$ cat config.mk
export PLATFORM = sky130hd
export DESIGN_NAME = dual_port_demux
export DESIGN_NICKNAME = d
export VERILOG_FILES = /design/src/rtl/dmx_pkg.sv /design/src/rtl/dmx_phase.sv /design/src/rtl/dmx_delay.sv /design/src/rtl/dmx_steer.sv /design/src/rtl/dual_port_demux.sv
export SDC_FILE = /design/constraint.sdc
export NUM_CORES = 1
export LEC_CHECK = 0
export CORE_UTILIZATION = 38
export CTS_CLUSTER_DIAMETER = 80
export CTS_CLUSTER_SIZE = 28
export DETAILED_ROUTE_END_ITERATION = 7
export PLACE_DENSITY_LB_ADDON = 0.05
export SKIP_LAST_GASP = 1
export SLEW_MARGIN = 20
export SYNTH_ARGS = -nofsm -noshare
export SYNTH_HDL_FRONTEND = slang
export SYNTH_SLANG_ARGS = --single-unit
$ cat constraint.sdc
create_clock -name clk -period 1.2 [get_ports clk]
set_input_delay 0.24 -clock clk [delete_from_list [all_inputs] [get_ports clk]]
set_output_delay 0.24 -clock clk [all_outputs]
set_load 0.1 [all_outputs]
$ cat src/rtl/dmx_pkg.sv
package dmx_pkg;

  typedef enum logic [1:0] {
    MODE_PAR = 2'd0,
    MODE_ILV = 2'd1,
    MODE_SGL = 2'd2
  } dmx_mode_e;

  function automatic dmx_mode_e decode_mode(input logic single, input logic ilv);
    if (single) return MODE_SGL;
    else if (ilv) return MODE_ILV;
    else return MODE_PAR;
  endfunction

endpackage

$ cat src/rtl/dmx_phase.sv
module dmx_phase (
  input  logic clk,
  input  logic rst,
  input  logic sync,
  output logic hclk_q
);

  always_ff @(posedge clk) begin
    if (rst || sync) hclk_q <= 1'b0;
    else             hclk_q <= ~hclk_q;
  end

  // while sync is asserted the half-rate clock is forced low
  a_r6_sync_holds_low: assert property (@(posedge clk) disable iff (rst)
    sync |=> !hclk_q);

  // when free running it inverts on every edge
  a_r6_free_toggle: assert property (@(posedge clk) disable iff (rst)
    !sync |=> (hclk_q != $past(hclk_q)));

endmodule

$ cat src/rtl/dmx_delay.sv
module dmx_delay #(
  parameter int W     = 25,
  parameter int DEPTH = 5
) (
  input  logic         clk,
  input  logic         rst,
  input  logic [W-1:0] in_d,
  input  logic         in_v,
  output logic [W-1:0] out_d,
  output logic         out_v
);

  logic [W-1:0] st_d [DEPTH];
  logic         st_v [DEPTH];

  genvar g;
  generate
    for (g = 0; g < DEPTH; g++) begin : g_stage
      if (g == 0) begin : g_head
        always_ff @(posedge clk) begin
          if (rst) begin
            st_d[0] <= '0;
            st_v[0] <= 1'b0;
          end else begin
            st_d[0] <= in_d;
            st_v[0] <= in_v;
          end
        end
      end else begin : g_body
        always_ff @(posedge clk) begin
          if (rst) begin
            st_d[g] <= '0;
            st_v[g] <= 1'b0;
          end else begin
            st_d[g] <= st_d[g-1];
            st_v[g] <= st_v[g-1];
          end
        end
      end
    end
  endgenerate

  assign out_d = st_d[DEPTH-1];
  assign out_v = st_v[DEPTH-1];

endmodule

$ cat src/rtl/dmx_steer.sv
module dmx_steer
  import dmx_pkg::*;
#(
  parameter int DW = 24
) (
  input  logic          clk,
  input  logic          rst,
  input  dmx_mode_e     mode,
  input  logic [DW-1:0] tail_d,
  input  logic          tail_b,
  input  logic          tail_v,
  output logic [DW-1:0] a_d,
  output logic          a_v,
  output logic [DW-1:0] b_d,
  output logic          b_v
);

  logic          a_take;
  logic          b_take;
  logic [DW-1:0] al_d;
  logic          al_v;
  logic          is_par;

  assign a_take = tail_v && !tail_b;
  assign b_take = tail_v &&  tail_b;
  assign is_par = (mode == MODE_PAR);

  // alignment stage: only consumed in parallel format
  always_ff @(posedge clk) begin
    if (rst) begin
      al_d <= '0;
      al_v <= 1'b0;
    end else begin
      al_d <= tail_d;
      al_v <= a_take;
    end
  end

  always_ff @(posedge clk) begin
    if (rst) begin
      a_d <= '0;
      a_v <= 1'b0;
    end else if (is_par) begin
      a_v <= al_v;
      if (al_v) a_d <= al_d;
    end else begin
      a_v <= a_take;
      if (a_take) a_d <= tail_d;
    end
  end

  always_ff @(posedge clk) begin
    if (rst) begin
      b_d <= '0;
      b_v <= 1'b0;
    end else begin
      b_v <= b_take;
      if (b_take) b_d <= tail_d;
    end
  end

  // outside parallel format the two ports never load on the same edge
  a_r2_ports_exclusive: assert property (@(posedge clk) disable iff (rst)
    !is_par |-> !(a_v && b_v));

  // port A data only moves together with its strobe
  a_r8_a_hold: assert property (@(posedge clk) disable iff (rst)
    !a_v |-> $stable(a_d));

  // port B data only moves together with its strobe
  a_r8_b_hold: assert property (@(posedge clk) disable iff (rst)
    !b_v |-> $stable(b_d));

  // single-port mode keeps port B quiet
  a_r7_single_b_idle: assert property (@(posedge clk) disable iff (rst)
    (mode == MODE_SGL) && $past(mode == MODE_SGL) && !tail_b |=> !b_v);

endmodule

$ cat src/rtl/dual_port_demux.sv
module dual_port_demux
  import dmx_pkg::*;
#(
  parameter int CH_W = 8,
  parameter int N_CH = 3,
  parameter int LAT  = 5
) (
  input  logic                 clk,
  input  logic                 rst,
  input  logic                 sel_single,
  input  logic                 sel_ilv,
  input  logic                 sync,
  input  logic [CH_W*N_CH-1:0] sample_in,
  output logic                 hclk_out,
  output logic [CH_W*N_CH-1:0] a_data,
  output logic                 a_valid,
  output logic [CH_W*N_CH-1:0] b_data,
  output logic                 b_valid
);

  localparam int DW    = CH_W * N_CH;
  localparam int TW    = DW + 1;
  localparam int DEPTH = LAT;

  dmx_mode_e     mode;
  logic          route_b;
  logic [TW-1:0] tail_w;
  logic          tail_v;

  assign mode    = decode_mode(sel_single, sel_ilv);
  assign route_b = (mode != MODE_SGL) && hclk_out;

  dmx_phase u_phase (
    .clk    (clk),
    .rst    (rst),
    .sync   (sync),
    .hclk_q (hclk_out)
  );

  dmx_delay #(.W(TW), .DEPTH(DEPTH)) u_delay (
    .clk   (clk),
    .rst   (rst),
    .in_d  ({route_b, sample_in}),
    .in_v  (1'b1),
    .out_d (tail_w),
    .out_v (tail_v)
  );

  dmx_steer #(.DW(DW)) u_steer (
    .clk    (clk),
    .rst    (rst),
    .mode   (mode),
    .tail_d (tail_w[DW-1:0]),
    .tail_b (tail_w[DW]),
    .tail_v (tail_v),
    .a_d    (a_data),
    .a_v    (a_valid),
    .b_d    (b_data),
    .b_v    (b_valid)
  );

  // strobes are low on the first cycle out of reset
  a_r9_reset_quiet: assert property (@(posedge clk)
    $past(rst) |-> !a_valid && !b_valid && !hclk_out);

endmodule

; Word level (Yosys, flattened, before mapping)
; Memories as Yosys holds them, arrays and structs flattened.
; Index checks and enable logic that the tools add are counted.
[word_totals]
out_inout_bits = 51
ff_bits = 76
ram_bits = 130
memories = 2
inputBits = 29
[classes]
n_mux = 19
n_reduce_logical = 8
bitwise_logic = 11
eq_ne = 2
[mem_list]
columns = name, words, word_bits, read_ports, rd_clocked_by_memory_dff, write_ports, line_no
row1 = u_delay.st_d, 5, 25, 5, 0, 5, dmx_delay.sv:13  ; logic [W-1:0] st_d [DEPTH];
row2 = u_delay.st_v, 5, 1, 5, 0, 5, dmx_delay.sv:14  ; logic st_v [DEPTH];
[op_table]
columns = operator, n
row1 = 25-bit two-way mux, 5
row2 = 24-bit two-way mux, 3
row3 = 1-bit two-way mux, 10
row4 = 1-bit OR, 10
row5 = 1-bit logical AND, 3
row6 = 2-bit zero test, 1
row7 = 2-bit two-way mux, 1
row8 = "2-bit by 1-bit inequality test with 1-bit output, second input constant", 1
row9 = "2-bit inequality test, second input constant", 1
row10 = 2-bit AND reduction, 1
row11 = 2-bit nonzero test, 1
row12 = 1-bit zero test, 1
row13 = 1-bit logical OR, 1
row14 = 1-bit NOT, 1

; Logic depth before layout (Yosys ltp)
[depth]
ltp_word = 5
ltp_mapped = 6
mapped_depth_nobuf = 3

; By module
; From an unflattened synthesis, not the netlist that was laid out.
[hier_totals]
hier_cells = 584
hier_area_um2 = 6281.0
[by_module_without_submodules]
columns = module, cells_each, area_per_inst_um2, n_inst
row1 = dmx_delay, 274, 3488.3, 1
row2 = dmx_steer, 305, 2746.4, 1
row3 = dmx_phase, 2, 30.0, 1
row4 = dual_port_demux, 3, 16.3, 1

; Worst setup path after synthesis
; OpenSTA, ideal clock, no wires.
[synth_path]
path_kind = register to register
from = register u_steer.a_d[0] (netlist name)
to = register u_steer.a_d[0]
setup_slack_ns = -0.146
stages_incl_launch_ff = 3
arrival_ns = 1.255
path_buffers = 0
path_cell_list = dfxtp_1 a211oi_1 a311oi_1
[synth_rtl]
columns = item, line_no
row1 = to (signal assigned), dmx_steer.sv:45  ; if (al_v) a_d <= al_d;
row2 = to (signal assigned), dmx_steer.sv:48  ; if (a_take) a_d <= tail_d;
row3 = to (decl), dmx_steer.sv:12  ; output logic [DW-1:0] a_d,

; Worst setup path in the final report
[layout_path]
from = register u_steer.al_v
to = register u_steer.a_d[2]
[layout_between]
elab_chain_cells = 2
[layout_lines]
columns = item, line_no
row1 = from (decl), dmx_steer.sv:21  ; logic al_v;
row2 = from (signal assigned), dmx_steer.sv:35  ; al_v <= a_take;
row3 = 2-bit by 1-bit inequality test with 1-bit output (no line), -
row4 = 2-bit AND reduction (no line), -
; No other way between the ends.
; A chain may end at the register's enable or synchronous reset.

==> summary.txt <==
Finish
  • Final Net Count: 712
  • Area delta synth->final: 39.5%
  • Final instance area: 0.00870 mm2
  • Final core occ: 54.6%
  • Layout cells sized above 1: 29.1%
  • ANT cells: 0
  • Post-Layout Cell Count: 900

Die
  • Initial Util: 39.1%
  • Die Ht: 130 um
  • Die width: 130 um
  • Io pins: 80
  • Site row count: 46
  • Core Area: 0.0159 mm2
  • Full die area: 0.0169 mm2

Timing
  • Fmax: 763 MHz
  • Hold Slack: 0.0867 ns
  • RSZ-0062 raised after global routing: yes
  • Worst-Margin Slew: 0.266 ns
  • Min cycle time layout: 1.31 ns
  • Final Slew Violations: 0
  • Setup tns final: -2.38 ns
  • Worst slew margin: 82.3%
  • Final critical-path share of the clock period: 109%
  • Final setup vio count: 75
  • Clock Skew: 0.00589 ns
  • Final Hold Fails: 0
  • Final worst slack: -0.111 ns

Detailed routing
  • ANT nets after route: 0
  • Drt drc: 0
  • DR WL/cell: 12.2 um
  • Initial DRC count: 217
  • Drt total wl: 11.0 mm
  • Drt via density: 4.39
  • Via count: 3950
  • 1st-pass router iterations: 4

Setup path
  • Crit path buffers/inverters: 2
  • R2r startpoint: u_steer.al_v
  • CP Launch Point: u_steer.al_v
  • Worst-path fanout max: 7
  • Worst EP required: 1.55 ns
  • Critical Path End Type: register
  • R2r setup slk: -0.11 ns
  • Setup crit end: u_steer.a_d[2]
  • CP startpoint kind: register
  • Worst path arrival time: 1.66 ns
  • Family with the most delay on the worst path: compound AO/OA/AOI/OAI gates
  • Worst r2r dst: u_steer.a_d[2]
  • Stages on worst setup path: 5
  • R2R cell count: 5
  • Crit-path cells: nor3b_4 > buf_4 > buf_6 > a21o_4 > a311oi_2
  • WS Path Type: register to register
  • Worst path slowest cell: dfxtp_2
  • Max incr delay on CP: 0.32 ns

Outcome
  • Failing checks: setup timing
  • Status: finished, violations left

Synth
  • Synth Warn #: 0
  • Synthesized flop and latch total: 206
  • Synthesized instance count: 581
  • Simple-gate area share of the yosys netlist: 22.2%
  • Distinct cell type count after synthesis: 19
  • Syn nets: 610
  • Synthesized cell area: 0.00624 mm2
  • Largest family of logic cells by synthesized area: simple AND/OR/NAND/NOR gates
  • Post-synthesis sequential area ratio: 66.1%
  • Adder-cell area share of the yosys netlist: 0%
  • Mux cell area share after synthesis: 0%
  • Avg Cell Area, Syn: 10.7 um2
  • Compound-cell area share of the yosys netlist: 8.43%
  • XOR/XNOR Fraction of Synth Area: 0%

Place
  • Pre-CTS setup slack: -0.583 ns
  • Post-DP HPWL: 6.77 mm
  • GP Congestion: 0.724
  • Area after DPL: 0.00790 mm2
  • Placed cell count: 851
  • IO Port Bufs: 79

Global routing
  • Largest net degree at the start of global routing: 68
  • First-pass GRT wire length: 18.0 mm
  • Gr usage total: 13.3%
  • Total grt overflow: 0
  • Initial antenna violation count: 0
  • Vias in the first global route: 3687

Pwr
  • Total power: 11.6 mW
  • Peak VDD IR: 0.938 mV
  • PwrDens: 1340 mW/mm2
  • Static leakage: 3.21 nW

Worst hold path
  • Hold Path Class: input pin to register

Clock network
  • TritonCTS clock tree: done
  • Clock buffer depth: 3
  • CTS H-tree depth: 1
  • CTS Buf Count: 11
  • Worst-path clk slew: 0.10 ns
  • CTS root buffer: clkbuf_16
  • Clock latency on the worst-skew pair: 0.44 ns
  • CTS Sinks: 206

Run
  • Max Cap Viol: 0
==> layout by cell type, fill, tap and decap left out <==
master / netlist / final
dfxtp_1: 206 / 153
nor2b_1: 153 / 152
nand2_1: 97 / 97
buf_12: 0 / 59
dfxtp_2: 0 / 43
buf_4: 2 / 36
clkdlybuf4s50_1: 0 / 27
a21oi_1: 24 / 24
a211oi_2: 0 / 12
a311oi_2: 0 / 12
a211oi_1: 24 / 12
a311oi_1: 24 / 12
clkbuf_16: 0 / 11
dfxtp_4: 0 / 10
buf_6: 3 / 6
a21o_4: 1 / 3
and2_1: 3 / 3
nor2_1: 2 / 2
inv_1: 1 / 1
or2_4: 0 / 1
nor2b_2: 0 / 1
nor3b_4: 1 / 1
nor3b_1: 1 / 1
nor3_1: 1 / 1
bufinv_16: 0 / 1
inv_8: 0 / 1
clkinvlp_4: 0 / 1
buf_8: 0 / 1
==> flip-flops by register name (all words and copies together) (netlist names) <==
name,flops
u_steer.a_v,1
u_delay.st_v,5
u_steer.a_d,24
u_steer.b_d,24
u_steer.al_v,1
u_steer.al_d,24
u_steer.b_v,1
u_delay.st_d,125
u_phase.hclk_q,1
==> how the worst min path moves through the flow <==
stage	from	endpoint	slack, ns	depth (start not counted)
after floorplan	sync	u_phase.hclk_q	0.30	1
after global placement	u_delay.st_d[0][1]	u_delay.st_d[1][1]	0.42	1
after detailed placement	u_delay.st_d[0][9]	u_delay.st_d[1][9]	0.42	1
after CTS	rst	u_steer.b_d[23]	0.08	2
after global routing	rst	u_delay.st_d[4][4]	0.1	2
final	rst	u_steer.b_d[23]	0.09	2
==> area by class of cell <==
cell class,instances,area (um2)
repair buffers,129,1800
flip-flops and latches,206,4220
well taps,216,270
fillers,1407,7240
clock buffers,11,275
inverters,1,3.75
clock inverters,3,48.8
multi-input cells,334,2080
==> synth_stat cells, drive strengths merged <==
| cell type | n | area share (%) |
|---|---|---|
| dfxtp | 206 | 66 |
| nor2b | 153 | 15 |
| nand2 | 97 | 5.8 |
| clkbuf | 28 | 1.7 |
| a211oi | 24 | 2.9 |
| a21oi | 24 | 1.9 |
| a311oi | 24 | 3.4 |
| buf | 14 | 1.5 |
| and2 | 3 | 0.30 |
| nor2 | 2 | 0.12 |
| nor3b | 2 | 0.42 |
| a21o | 1 | 0.24 |
| inv | 1 | 0.060 |
| nor3 | 1 | 0.080 |
| or2 | 1 | 0.10 |
==> worst reg2reg max path, delay by kind of cell (launching register included) <==
| kind | cells | cell delay [ns] |
|---|---|---|
| buffers and inverters | 2 | 0.27 |
| flip-flops | 1 | 0.32 |
| AO/OA/AOI/OAI | 2 | 0.48 |
| AND/OR/NAND/NOR | 1 | 0.14 |
==> layer usage <==
layer	GRT usage, %	wire [um]
met2	22.2	5130
met5	0	0
met4	4.45	198
met1	17.1	5150
met3	2.83	517
==> repair_timing <==
item,CTS,global route
setup buffers,21,12
setup endpoints to repair,76,76
resized for setup,28,20
cloned,2,0
pin swaps,2,6
hold buffers,0,0
==> power by group <==
part	internal, mW	total [mW]	switching, mW
combinational	0.319	0.692	0.374
clock	1.91	3.94	2.03
sequential	6.96	7.01	0.0503
total	9.19	11.6	2.45
==> kinds of logic after synthesis <==
group | Yosys count
AND/OR/NAND/NOR | 259
flip-flops | 206
AO/OA/AOI/OAI | 73
buffers and inverters | 43
No activity file was read; power rests on OpenSTA's default activity.
